<file path="config.mk">
export PLATFORM = sky130hd
export DESIGN_NAME = uart_auto_pd
export DESIGN_NICKNAME = d
export VERILOG_FILES = /design/src/rtl/uart_apd_pkg.sv /design/src/rtl/apd_sync_edge.sv /design/src/rtl/apd_half_ctl.sv /design/src/rtl/apd_ring_latch.sv /design/src/rtl/uart_auto_pd.sv
export SDC_FILE = /design/constraint.sdc
export NUM_CORES = 1
export LEC_CHECK = 0
export ABC_CLOCK_PERIOD_IN_PS = 1200
export BUFFER_PORTS_ARGS = -buffer_cell sky130_fd_sc_hd__buf_2
export CAP_MARGIN = 5
export CORE_AREA = 2 2 39 41
export CTS_CLUSTER_SIZE = 16
export DETAILED_ROUTE_END_ITERATION = 12
export DIE_AREA = 0 0 41 43
export PLACE_DENSITY = 0.51
export SYNTH_ARGS = -nofsm -noshare
export SYNTH_HDL_FRONTEND = slang
export SYNTH_SLANG_ARGS = --single-unit
</file>
<file path="constraint.sdc">
create_clock -name clk -period 1.2 [get_ports clk]
set_clock_uncertainty 0.15 [all_clocks]
set_input_delay 0.24 -clock clk [delete_from_list [all_inputs] [get_ports clk]]
set_output_delay 0.24 -clock clk [all_outputs]
set_load 0.02 [all_outputs]
</file>
<file path="src/rtl/uart_apd_pkg.sv">
package uart_apd_pkg;
   typedef enum logic {
      PD_AWAKE  = 1'b0,
      PD_ASLEEP = 1'b1
   } pd_state_e;

   localparam int MIN_SYNC_STAGES = 2;
   localparam int MAX_SYNC_STAGES = 8;
endpackage

</file>
<file path="src/rtl/apd_sync_edge.sv">
module apd_sync_edge #(
   parameter int   STAGES  = 2,
   parameter logic RST_VAL = 1'b0
) (
   input  logic clk,
   input  logic rst_n,
   input  logic din,
   output logic change
);
   logic [STAGES-1:0] chain;
   logic              prev;

   generate
      if (STAGES < uart_apd_pkg::MIN_SYNC_STAGES) begin : g_bad_stages
         $error("apd_sync_edge: STAGES below minimum");
      end
   endgenerate

   always_ff @(posedge clk or negedge rst_n) begin
      if (!rst_n) begin
         chain <= {STAGES{RST_VAL}};
         prev  <= RST_VAL;
      end else begin
         chain <= {chain[STAGES-2:0], din};
         prev  <= chain[STAGES-1];
      end
   end

   assign change = chain[STAGES-1] ^ prev;
endmodule

</file>
<file path="src/rtl/apd_half_ctl.sv">
module apd_half_ctl #(
   parameter bit COMB_WAKE = 1'b1
) (
   input  logic clk,
   input  logic rst_n,
   input  logic armed,
   input  logic idle,
   input  logic wake,
   input  logic force_pd,
   output logic pd
);
   import uart_apd_pkg::*;

   pd_state_e state_q, state_d;
   logic      sleep_ok;

   always_comb begin
      if (!armed || wake || !idle) state_d = PD_AWAKE;
      else                         state_d = PD_ASLEEP;
   end

   always_ff @(posedge clk or negedge rst_n) begin
      if (!rst_n) state_q <= PD_AWAKE;
      else        state_q <= state_d;
   end

   generate
      if (COMB_WAKE) begin : g_comb_wake
         assign sleep_ok = (state_q == PD_ASLEEP) && armed && !wake;
      end else begin : g_reg_wake
         assign sleep_ok = (state_q == PD_ASLEEP) && armed;
      end
   endgenerate

   assign pd = force_pd | sleep_ok;
endmodule

</file>
<file path="src/rtl/apd_ring_latch.sv">
module apd_ring_latch #(
   parameter bit SET_WINS = 1'b1
) (
   input  logic clk,
   input  logic rst_n,
   input  logic set,
   input  logic clr,
   output logic irq
);
   logic irq_d;

   generate
      if (SET_WINS) begin : g_set_first
         assign irq_d = set | (irq & ~clr);
      end else begin : g_clr_first
         assign irq_d = ~clr & (set | irq);
      end
   endgenerate

   always_ff @(posedge clk or negedge rst_n) begin
      if (!rst_n) irq <= 1'b0;
      else        irq <= irq_d;
   end
endmodule

</file>
<file path="src/rtl/uart_auto_pd.sv">
module uart_auto_pd #(
   parameter int   EN_BITS     = 2,
   parameter int   SYNC_STAGES = 2,
   parameter logic RXD_IDLE    = 1'b1,
   parameter logic RI_IDLE     = 1'b0,
   parameter bit   WAKE_COMB   = 1'b1,
   parameter bit   RI_SET_WINS = 1'b1
) (
   input  logic               clk,
   input  logic               rst_n,
   input  logic [EN_BITS-1:0] cfg_auto_en,
   input  logic               force_pd_tx,
   input  logic               force_pd_rx,
   input  logic               thr_empty,
   input  logic               tsr_empty,
   input  logic               rx_fifo_empty,
   input  logic               rx_hunt,
   input  logic               thr_wr,
   input  logic               rx_line,
   input  logic               ring_in,
   input  logic               ri_int_clr,
   output logic               tx_pd,
   output logic               rx_pd,
   output logic               ri_irq
);
   localparam logic [EN_BITS-1:0] ARM_PATTERN = {EN_BITS{1'b1}};

   generate
      if (EN_BITS < 1) begin : g_bad_en
         $error("uart_auto_pd: EN_BITS must be at least 1");
      end
      if (SYNC_STAGES > uart_apd_pkg::MAX_SYNC_STAGES) begin : g_bad_sync
         $error("uart_auto_pd: SYNC_STAGES too large");
      end
   endgenerate

   logic armed;
   logic tx_idle;
   logic rx_idle;
   logic rx_change;
   logic ri_change;

   assign armed   = (cfg_auto_en == ARM_PATTERN);
   assign tx_idle = thr_empty & tsr_empty;
   assign rx_idle = rx_fifo_empty & rx_hunt;

   apd_sync_edge #(.STAGES(SYNC_STAGES), .RST_VAL(RXD_IDLE)) u_rx_sync (
      .clk(clk), .rst_n(rst_n), .din(rx_line), .change(rx_change)
   );

   apd_sync_edge #(.STAGES(SYNC_STAGES), .RST_VAL(RI_IDLE)) u_ri_sync (
      .clk(clk), .rst_n(rst_n), .din(ring_in), .change(ri_change)
   );

   apd_half_ctl #(.COMB_WAKE(WAKE_COMB)) u_tx_half (
      .clk(clk), .rst_n(rst_n), .armed(armed), .idle(tx_idle),
      .wake(thr_wr), .force_pd(force_pd_tx), .pd(tx_pd)
   );

   apd_half_ctl #(.COMB_WAKE(WAKE_COMB)) u_rx_half (
      .clk(clk), .rst_n(rst_n), .armed(armed), .idle(rx_idle),
      .wake(rx_change), .force_pd(force_pd_rx), .pd(rx_pd)
   );

   apd_ring_latch #(.SET_WINS(RI_SET_WINS)) u_ring (
      .clk(clk), .rst_n(rst_n), .set(ri_change), .clr(ri_int_clr), .irq(ri_irq)
   );
endmodule

</file>
; Word level (Yosys, flattened, before mapping)
; Index checks and enable logic that the tools add are counted.
; Widths: inputs -> output; s select.
[word_totals]
register_bits = 9
latch_bits = 0
mem_bits_rw = 0
romBits = 0
in_bits = 14
out_inout_bits = 3
wordCells = 32
memories = 0
[classes]
n_addsub = 0
mul = 0
n_div = 0
order_cmp = 0
n_eq_ne = 1
n_shift = 0
mux = 2
bitwise = 9
reduce_logical = 13
[ops]
columns = operator, count
row1 = $logic_not 1->1, 5
row2 = $logic_and 1x1->1, 4
row3 = $logic_or 1x1->1, 4
row4 = $and 1x1->1, 3
row5 = $or 1x1->1, 3
row6 = $eq 2x2->1 const B, 1
row7 = $mux 1, 2
row8 = $xor 1x1->1, 2
row9 = $not 1->1, 1

; Longest topological paths before layout
[depth]
word_depth = 5
mapped_depth = 2
ltp_nobuf = 2

; By module
; Synthesis repeated with hierarchy kept, for this count alone.
[unflattened]
cells_unflattened = 22
hier_area_um2 = 316.6
[modules_own_cells]
columns = mod, n_inst, cells_per_inst, area_each_um2, seq_area_each_um2
row1 = apd_half_ctl, 2, 4, 45.0, 25.0
row2 = apd_sync_edge (u_rx_sync), 1, 4, 87.6, 78.8
row3 = apd_sync_edge (u_ri_sync), 1, 4, 83.8, 75.1
row4 = apd_ring_latch, 1, 3, 36.3, 25.0
row5 = uart_auto_pd, 1, 3, 18.8, 0.0

; Worst setup path after synthesis
; OpenSTA, ideal clock, no wires.
[synth_timing]
path_type = flip-flop to output port
from = register u_rx_sync.chain[1]
to = output port rx_pd
t_arrival_ns = 0.923
required_ns = 0.810
setup_slack_ns = -0.113
path_stages_with_launch = 3
n_path_buf = 0
cell_sequence = dfstp_2 xnor2_1 a41o_1
[synth_via]
elab_chain_len = 4
[synth_lines]
columns = item, line
row1 = start: declaration, apd_sync_edge.sv:10  ; logic [STAGES-1:0] chain;
row2 = start signal: assignment, apd_sync_edge.sv:21  ; chain <= {STAGES{RST_VAL}};
row3 = start signal: assignment, apd_sync_edge.sv:24  ; chain <= {chain[STAGES-2:0], din};
row4 = $xor 1x1->1, apd_sync_edge.sv:29  ; assign change = chain[STAGES-1] ^ prev;
row5 = $logic_not 1->1, apd_half_ctl.sv:29  ; assign sleep_ok = (state_q == PD_ASLEEP) && armed && !wake;
row6 = $logic_and 1x1->1, apd_half_ctl.sv:29
row7 = $or 1x1->1, apd_half_ctl.sv:35  ; assign pd = force_pd | sleep_ok;
row8 = end: declaration, uart_auto_pd.sv:23  ; output logic rx_pd,
; Every way passes these cells.

; Final worst setup path
; Same ends and word-level chain as after synthesis.

==> reports/qor.tcl <==
set qor(worst_skew_pair_later_pin_latency_ps) 250
set qor(route.final.wire_length_um) 628
set qor(netlist_top_cells_area) {sky130_fd_sc_hd__dfrtp_1, sky130_fd_sc_hd__dfstp_2, sky130_fd_sc_hd__a41o_1}
set qor(crit_path_end_kind) {output port}
set qor(post_dr_vias_cell) 4.000
set qor(global_route_wire_length_before_repair_um) 924
set qor(critical-path-max-stage-delay_ps) 550
set qor(cts_tree) {yes}
set qor(synthesis_to_finish_area_growth_pct) 65.85
set qor(cp_data_arrival_time_ps) 1210
set qor(cts.clk_slew.worst_paths_ps) 60
set qor(setup_viol_count_final) 2
set qor(final.min_clock_period_ps) 1605
set qor(gp_congestion) 0.5757
set qor(floorplan.rows) 14
set qor(grt_setup_unrepaired) {true}
set qor(overall_die_height_um) 43
set qor(clock_buffers_created_by_tritoncts) 3
set qor(grt_antenna_before_repair) 0
set qor(clock_tree.root_cell) {sky130_fd_sc_hd__clkbuf_4}
set qor(postRouteAntennaNets) 0
set qor(crit_chain) {xnor2_2 > a41o_1 > buf_6}
set qor(netlist.area_leader.share_pct) 48.78
set qor(post_synthesis_cell_area_sq_um) 307.8
set qor(global_route.overflow_total) 0
set qor(n_antenna_cell) 0
set qor(floorplan.die.width_um) 41
set qor(placement.io_buffers) 16
set qor(dr.pass1.iters) 4
set qor(outcome) {finished, violations left}
set qor(clk_path_buf_depth) 2
set qor(pin_count) 17
set qor(drcViolationCount) 0
set qor(clkSinkCount) 9
set qor(p_per_area_nw_per_um2) 1266
set qor(cell_type_contributing_the_most_total_cell_area_after_synthesis) {sky130_fd_sc_hd__dfrtp_1}
set qor(syn-mean-instance-area_sq_um) 14.66
set qor(crit_type) {flip-flop to output port}
set qor(crit_family) {flip-flops}
set qor(worst_path_fanout_max) 2
set qor(placeableCoreArea_sq_um) 1384
set qor(report.final.hold_viol_count) 0
set qor(cts_max_level) 1
set qor(cap_viol_max_count) 0
set qor(final_cell_area_sq_um) 510.5
set qor(postSynthRegisterBits) 9
set qor(worstMarginPinSlew_ps) 194.5
set qor(ir_worst_vdd_v) 0.0004733
set qor(synthCells) 21
set qor(first_global_vias) 278
set qor(wire_per_inst_um) 10.13
set qor(grt_max_degree) 10
set qor(power.leakage_nw) 0.2560
set qor(critPathBufInv) 1
set qor(timing.hold.worst.class) {primary input to flip-flop}
set qor(finish.net_count) 61
set qor(track_usage_pct) 8.257
set qor(max_slew_margin_pct) 87.03
set qor(num_vias) 248
set qor(final.setup.worst_slack_ps) -404.9
set qor(fp.dieArea_sq_um) 1763
set qor(maxClockFrequency_mhz) 623.1
set qor(slew_violations) 0
set qor(start_kind) {flip-flop}
set qor(start_util_pct) 22.24
set qor(yosysSeqAreaShare_pct) 74.39
set qor(finalSetupTns_ps) -523.8
set qor(drive_gt1_share_pct) 52.17
set qor(synth.net_count) 35
set qor(violations_in_the_final_reports) {setup timing}
set qor(synth.lib_cells_used.distinct) 9
set qor(finalCritPeriodShare_pct) 133.7
set qor(critPathRequiredTime_ps) 810
set qor(place_area_sq_um) 407.9
set qor(crit_slowest_cell) {sky130_fd_sc_hd__dfstp_2}
set qor(cts.repair_timing.setup_buffer_count) 0
set qor(first_iter_violations) 5
set qor(synth.yosys.warnings) 0
==> layout by cell type (no fill, tap or decap) <==
master / synthesis / routed
sky130_fd_sc_hd__o21ai_0: 1 / 1
sky130_fd_sc_hd__xnor2_2: 0 / 1
sky130_fd_sc_hd__dfrtp_1: 6 / 6
sky130_fd_sc_hd__clkbuf_4: 0 / 3
sky130_fd_sc_hd__dfstp_2: 3 / 3
sky130_fd_sc_hd__nor3b_2: 1 / 1
sky130_fd_sc_hd__buf_6: 0 / 3
sky130_fd_sc_hd__nand2_1: 3 / 3
sky130_fd_sc_hd__inv_1: 2 / 2
sky130_fd_sc_hd__clkbuf_1: 0 / 1
sky130_fd_sc_hd__nor3_1: 1 / 1
sky130_fd_sc_hd__a41o_1: 2 / 2
sky130_fd_sc_hd__xnor2_1: 2 / 1
sky130_fd_sc_hd__buf_2: 0 / 13
sky130_fd_sc_hd__dlygate4sd3_1: 0 / 5
==> kinds of logic after synthesis <==
| family | Yosys count | synth area share [%] |
|---|---|---|
| DFF | 9 | 74.39 |
| xor gates and xnor gates | 2 | 5.692 |
| and+or+nand+nor | 5 | 9.347 |
| AOI/OAI and AO/OA | 3 | 8.129 |
| buffers and inverters | 2 | 2.440 |
==> metal layers <==
layer / global-route usage [%] / share of wire (%) / vias to the layer above
met5: 0 / 0 / -
met4: 8.000 / 0 / 0
met3: 1.571 / 12 / 0
met2: 14.06 / 49 / 17
met1: 7.095 / 39 / 112
li1: - / - / 119
==> worst reg2reg max path, stage by stage, from the launching register on <==
cell	delay (ps)
sky130_fd_sc_hd__dfstp_2	550
sky130_fd_sc_hd__xnor2_2	110
sky130_fd_sc_hd__nor3b_2	180
==> synth_stat cells <==
master and count:
sky130_fd_sc_hd__dfstp_2 3, sky130_fd_sc_hd__nand2_1 3, sky130_fd_sc_hd__o21ai_0 1, sky130_fd_sc_hd__inv_1 2
sky130_fd_sc_hd__nor3_1 1, sky130_fd_sc_hd__nor3b_2 1, sky130_fd_sc_hd__xnor2_1 2, sky130_fd_sc_hd__a41o_1 2
sky130_fd_sc_hd__dfrtp_1 6
==> stage by stage <==
stage          power, mW  setup slack (ps)  util, %  hold WS (ps)  instances
3_3_place_gp      0.3985            -167.4    29.48        -54.20         53
5_1_grt           0.6920            -459.8    36.89         71.32         62
3_5_place_dp      0.3996            -188.2    29.48        -51.23         53
2_1_floorplan     0.3609            -106.0        -        -205.6         21
6_report          0.6464            -404.9    36.89         58.38         62
4_1_cts           0.6620            -425.8    36.89         47.54         62
==> cell type report <==
class	count	area, sq um
timing repair buffer	21	148.9
multi-input combinational	10	78.83
clock buffer	4	26.28
sequential	9	229.0
tap	16	20.02
fill	135	873.3
inverter	2	7.507
==> where the power goes <==
part	internal, mW	switching (mW)
Sequential	0.323	0.00963
Combinational	0.0521	0.0353
Clock	0.128	0.0985
==> path summary, 6_finish.rpt <==
path                                    start            endpoint  slack, ps  cells past startpoint
max in group asynchronous               rst_n  u_rx_sync.chain[1]        440                      2
min in group asynchronous               rst_n   u_tx_half.state_q        210                      2
min reg2reg                u_rx_sync.chain[0]  u_rx_sync.chain[1]        210                      0
max                        u_rx_sync.chain[1]               rx_pd       -400                      3
max reg2reg                u_rx_sync.chain[1]   u_rx_half.state_q        140                      2
min                                 tsr_empty   u_tx_half.state_q         60                      3
==> sequential cells by signal, summed over array words and instances (netlist names) <==
| signal | flops |
|---|---|
| u_rx_sync.chain | 2 |
| u_tx_half.state_q | 1 |
| u_ri_sync.prev | 1 |
| u_rx_sync.prev | 1 |
| u_ri_sync.chain | 2 |
| u_ring.irq | 1 |
| u_rx_half.state_q | 1 |
==> timing repair <==
action | CTS | global route
pin swaps | 2 | 0
setup endpoints to repair | 3 | 3
resized for setup | 7 | 0
hold buffers | 5 | 0
hold endpoints to repair | 13 | 0
Power figures use the tool's default switching activity.
